[src/rtl/barrier_sync.sv]
module barrier_sync #(
  parameter int P = 4
) (
  input  logic         clk,
  input  logic         rst_n,
  input  logic [P-1:0] arrive,
  input  logic [P-1:0] ack,
  output logic [P-1:0] done
);
  localparam int CW = $clog2(P + 1);

  logic [CW-1:0] count;
  logic          flag;
  logic [P-1:0]  sense;
  logic [P-1:0]  waiting;
  logic [P-1:0]  take;
  logic [CW-1:0] joins;
  logic [CW:0]   total;
  logic          last;

  assign take  = arrive & ~waiting;
  assign total = {1'b0, count} + {1'b0, joins};
  assign last  = (total == (CW + 1)'(P));
  assign done  = waiting & ~(sense ^ {P{flag}});

  always_comb begin
    joins = '0;
    for (int i = 0; i < P; i++) joins = joins + CW'(take[i]);
  end

  always_ff @(posedge clk or negedge rst_n) begin
    if (!rst_n) begin
      count   <= '0;
      flag    <= 1'b0;
      sense   <= '0;
      waiting <= '0;
    end else begin
      count   <= last ? '0 : total[CW-1:0];
      if (last) flag <= ~flag;
      sense   <= sense ^ take;
      waiting <= (waiting & ~(ack & done)) | take;
    end
  end
endmodule

[config.mk]
export PLATFORM = sky130hd
export DESIGN_NAME = barrier_sync
export DESIGN_NICKNAME = d
export VERILOG_FILES = /design/src/rtl/barrier_sync.sv
export SDC_FILE = /design/constraint.sdc
export NUM_CORES = 1
export LEC_CHECK = 0
export BUFFER_PORTS_ARGS = -buffer_cell sky130_fd_sc_hd__buf_2
export CELL_PAD_IN_SITES_DETAIL_PLACEMENT = 0
export CELL_PAD_IN_SITES_GLOBAL_PLACEMENT = 1
export CORE_MARGIN = 5
export CORE_UTILIZATION = 42
export CTS_CLUSTER_SIZE = 20
export DETAILED_ROUTE_END_ITERATION = 16
export GPL_TIMING_DRIVEN = 0
export PLACE_DENSITY = 0.82
export SETUP_SLACK_MARGIN = 0.5
export SLEW_MARGIN = 30
export SYNTH_ARGS = -nofsm -noshare
export SYNTH_HDL_FRONTEND = slang
export SYNTH_SLANG_ARGS = --single-unit
export TNS_END_PERCENT = 50
[constraint.sdc]
create_clock -name clk -period 7.87 [get_ports clk]
set_clock_uncertainty 0.05 [all_clocks]
set_input_delay 1.1805 -clock clk [delete_from_list [all_inputs] [get_ports clk]]
set_output_delay 1.1805 -clock clk [all_outputs]
set_load 0.005 [all_outputs]
# ---- After elaboration in Yosys (flattened, before gate mapping)
# Cells that the tools add are included.
dict set report word_totals {
  regBits 12
  input_bits 10
  out_inout_bits 4
  elab_cells 21
}
dict set report op_classes {
  n_addsub 4
  n_eq_ne 1
  n_mux 1
  n_bitwise 11
}
# cell count
set ops {}
lappend ops {{$and A4 B4 Y4} 4}
lappend ops {{$not A4 Y4} 3}
lappend ops {{$xor A4 B4 Y4} 2}
lappend ops {{$add A3 B3 Y4} 1}
lappend ops {{$eq A4 B3 Y1 const B} 1}
lappend ops {{$or A4 B4 Y4} 1}
lappend ops {{$add A2 B1 Y3} 1}
lappend ops {{$add A3 B1 Y3} 1}
lappend ops {{$mux W3} 1}
lappend ops {{$add A1 B1 Y2} 1}
lappend ops {{$not A1 Y1} 1}

# ---- Logic depth before layout (Yosys ltp)
dict set report depth {
  ltp_word 8
  mapped_depth 8
  depth_no_buf 8
}

# ---- Worst setup path before layout
# Ideal clock, no wire load.
dict set report synth_timing {
  path_type {input to register}
  from {input arrive[2]}
  to {register flag}
  setup_ps 87
  arrival_ps 3411
  t_required_ps 7733
  slack_ps 4322
  path_stages 8
  path_buffers 0
  path_cell_list {nor2b_1 -> fa_1 -> inv_1 -> fa_1 -> fa_1 -> nand2_1 -> or4b_1 -> o211ai_1}
}
dict set report synth_via {
  elab_chain_len 5
}
# item line_no
set synth_lines {}
lappend synth_lines {{from (decl)} 6} ;# input logic [P-1:0] arrive,
lappend synth_lines {{$and A4 B4 Y4} 21} ;# assign take = arrive & ~waiting;
lappend synth_lines {{$add A2 B1 Y3} 28} ;# for (int i = 0; i < P; i++) joins = joins + CW'(take[i]);
lappend synth_lines {{$add A3 B1 Y3} 28}
lappend synth_lines {{$add A3 B3 Y4} 22} ;# assign total = {1'b0, count} + {1'b0, joins};
lappend synth_lines {{$eq A4 B3 Y1} 23} ;# assign last = (total == (CW + 1)'(P));
lappend synth_lines {{to (signal assigned)} 39} ;# if (last) flag <= ~flag;
lappend synth_lines {{to (decl)} 13} ;# logic flag;
# No other way between the ends.
# A chain may end at the register's enable or synchronous reset.

# ---- Worst setup path in the final report
# Same ends and word-level chain as after synthesis.

==> flow_summary.json <==
{
  "cp-start-kind": "primary input",
  "worstPathArrival_ps": 3660,
  "hold_path_class": "reg -> reg",
  "min_period_ps": 3530,
  "tightest_slew_ps": 261,
  "wirelength_um": 1020,
  "place_area_um2": 714,
  "synth-edff-count": 0,
  "syn_avg_cell_area_um2": 10.7,
  "track_usage_pct": 9.50,
  "hold_viol": 0,
  "ant_nets": 0,
  "synth.yosys.seq_area_share_pct": 47.7,
  "layout_common_cells": "buf_2 (14), dfrtp_1 (12), xnor2_1 (7)",
  "ys_warn_count": 0,
  "cts_buffer_depth": 2,
  "cts_buffers": 3,
  "syn_nets": 73,
  "worstSetupPathType": "in -> reg",
  "fp.coreArea_um2": 1470,
  "slew_headroom_pct": 82.4,
  "cts-root-buf": "clkbuf_4",
  "crit_top_cell": "fa_1",
  "clk_latency_ps": 260,
  "instances_no_fill": 92,
  "cts_tree": "done",
  "wl_per_cell_um": 11.1,
  "cts_sinks": 12,
  "row_count": 14,
  "ios": 14,
  "synthToLayoutAreaGrowth_pct": 19.3,
  "cp_max_fo": 5,
  "overflow": 0,
  "end_kind": "flip-flop",
  "synthCells": 59,
  "dp.cells": 88,
  "design.die.area_um2": 2370,
  "synth.distinct_cells": 19,
  "slowest_stage": "fa_1",
  "dp_hpwl_um": 840,
  "grt_max_degree": 13,
  "dieWidth_um": 48.7,
  "finalCritPeriodShare_pct": 44.8,
  "synth-seq-cells": 12,
  "hold_buffers": 0,
  "fin_util_pct": 51.0,
  "nets": 91,
  "grt_pass1_vias": 421,
  "fmax_ghz": 0.284,
  "final_common_cell": "buf_2",
  "cts_resized": 0,
  "grt_setup_unrepaired": "no",
  "r2r_slack_ps": 5080,
  "gp_congestion": 0.734,
  "powerDensity_nw_per_um2": 444,
  "drcViolationCount": 0,
  "setup_viol": 0,
  "fin_area_um2": 751,
  "fillers": 144,
  "vias": 436,
  "leakage_nw": 0.341,
  "ir_worst_vdd_v": 0.000163,
  "die_h_um": 48.7,
  "finalSetupTns_ps": 0,
  "drive_gt1_share_pct": 23.7,
  "avgViaCountPerCell": 4.74,
  "synth-main-ff-cell": "dfrtp_1",
  "maxCapViolations": 0,
  "slew_viol_final": 0,
  "multi_input_area_um2": 305,
  "portBuffers": 13,
  "required_ps": 8000,
  "grt_pass1_wl_um": 1770,
  "antenna_found_initial": 0,
  "ff_latch_area_um2": 300,
  "synthArstFlopShare_pct": 100,
  "clk_pin_slew_ps": 70,
  "status": "finished, final reports clean",
  "antenna_cells": 0,
  "worstPathCellList": "buf_2 > nor2b_1 > fa_1 > inv_1 > fa_1 > fa_1 > nand2_1 > or4b_1 > o211ai_1",
  "firstDrtPassIters": 2,
  "initial_core_util_pct": 42.8,
  "slowest_delay_ps": 520,
  "cts_setup_buffers": 0,
  "drt_iter0_drc": 1,
  "synth_area_um2": 629,
  "h-tree-depth": 1
}
-- power by group --
group / internal, W / switching, W / leakage [nW] / total, W
clock: 0.0000280 / 0.0000196 / 0.0210 / 0.0000477
combinational: 0.0000856 / 0.0000851 / 0.183 / 0.000171
sequential: 0.0000938 / 0.0000209 / 0.137 / 0.000115
total: 0.000207 / 0.000126 / 0.341 / 0.000333
-- registers in the layout (all words and copies together) (netlist names) --
register and flops:
sense 4, waiting 4, count 3, flag 1
-- per-layer routing --
metal	part of all wire [%]	global-route usage [%]	routed length [µm]
met5	0	0	0
met4	2.6	6.73	27
met3	5.4	2.15	55
met2	45	13.7	465
met1	46	12.4	473
-- stage by stage --
step	power, W	setup slack, ps	hold WS (ps)
after detailed placement	0.000289	4050	434
final	0.000333	4340	441
after floorplan	0.000241	4320	412
after global routing	0.000366	4240	460
after global placement	0.000283	4100	425
after CTS	0.000338	4330	445
-- logic make-up after synthesis --
| kind of cell | Yosys count | synth area share (%) |
|---|---|---|
| simple gates | 21 | 18.1 |
| flops | 12 | 47.7 |
| xor+xnor | 9 | 12.5 |
| compound gates | 7 | 6.36 |
| buf+inv | 6 | 3.78 |
| fa+ha+maj | 4 | 11.5 |
-- cell type report --
| type | count | area share (%) |
|---|---|---|
| Tap cell | 16 | 2.67 |
| Timing Repair Buffer | 13 | 8.67 |
| Sequential cell | 12 | 40.0 |
| Inverter | 5 | 2.50 |
| Clock buffer | 4 | 4.83 |
| Buffer | 1 | 0.667 |
| Multi-Input combinational cell | 41 | 40.7 |
-- worst paths after layout --
path | from | to | cells after the start
hold / removal | sense[0]$_DFF_PN0_ | sense[0]$_DFF_PN0_ | 1
min in group asynchronous | rst_n | sense[3]$_DFF_PN0_ | 1
setup / recovery | arrive[2] | flag$_DFFE_PN0N_ | 9
hold reg to reg | sense[0]$_DFF_PN0_ | sense[0]$_DFF_PN0_ | 1
setup reg to reg | waiting[2]$_DFF_PN0_ | flag$_DFFE_PN0N_ | 8
max in group asynchronous | rst_n | flag$_DFFE_PN0N_ | 1
-- cells in the mapped netlist (all sizes together) (2+ instances only) --
master,instances,area share [%]
nor2,6,3.6
inv,5,3.0
xor2,2,2.8
a21oi,4,3.2
xnor2,7,9.7
and2,4,4.0
dfrtp,12,48
fa,3,9.5
nand2b,2,2.0
nor2b,3,3.0
nand2,3,1.8
-- critical path: cells and delay by family --
family,cells,cell delay [ps]
fa+ha+maj,3,1460
simple gates,3,770
buf+inv,2,150
compound gates,1,100
Note: power is estimated with default switching activity, not from simulation.
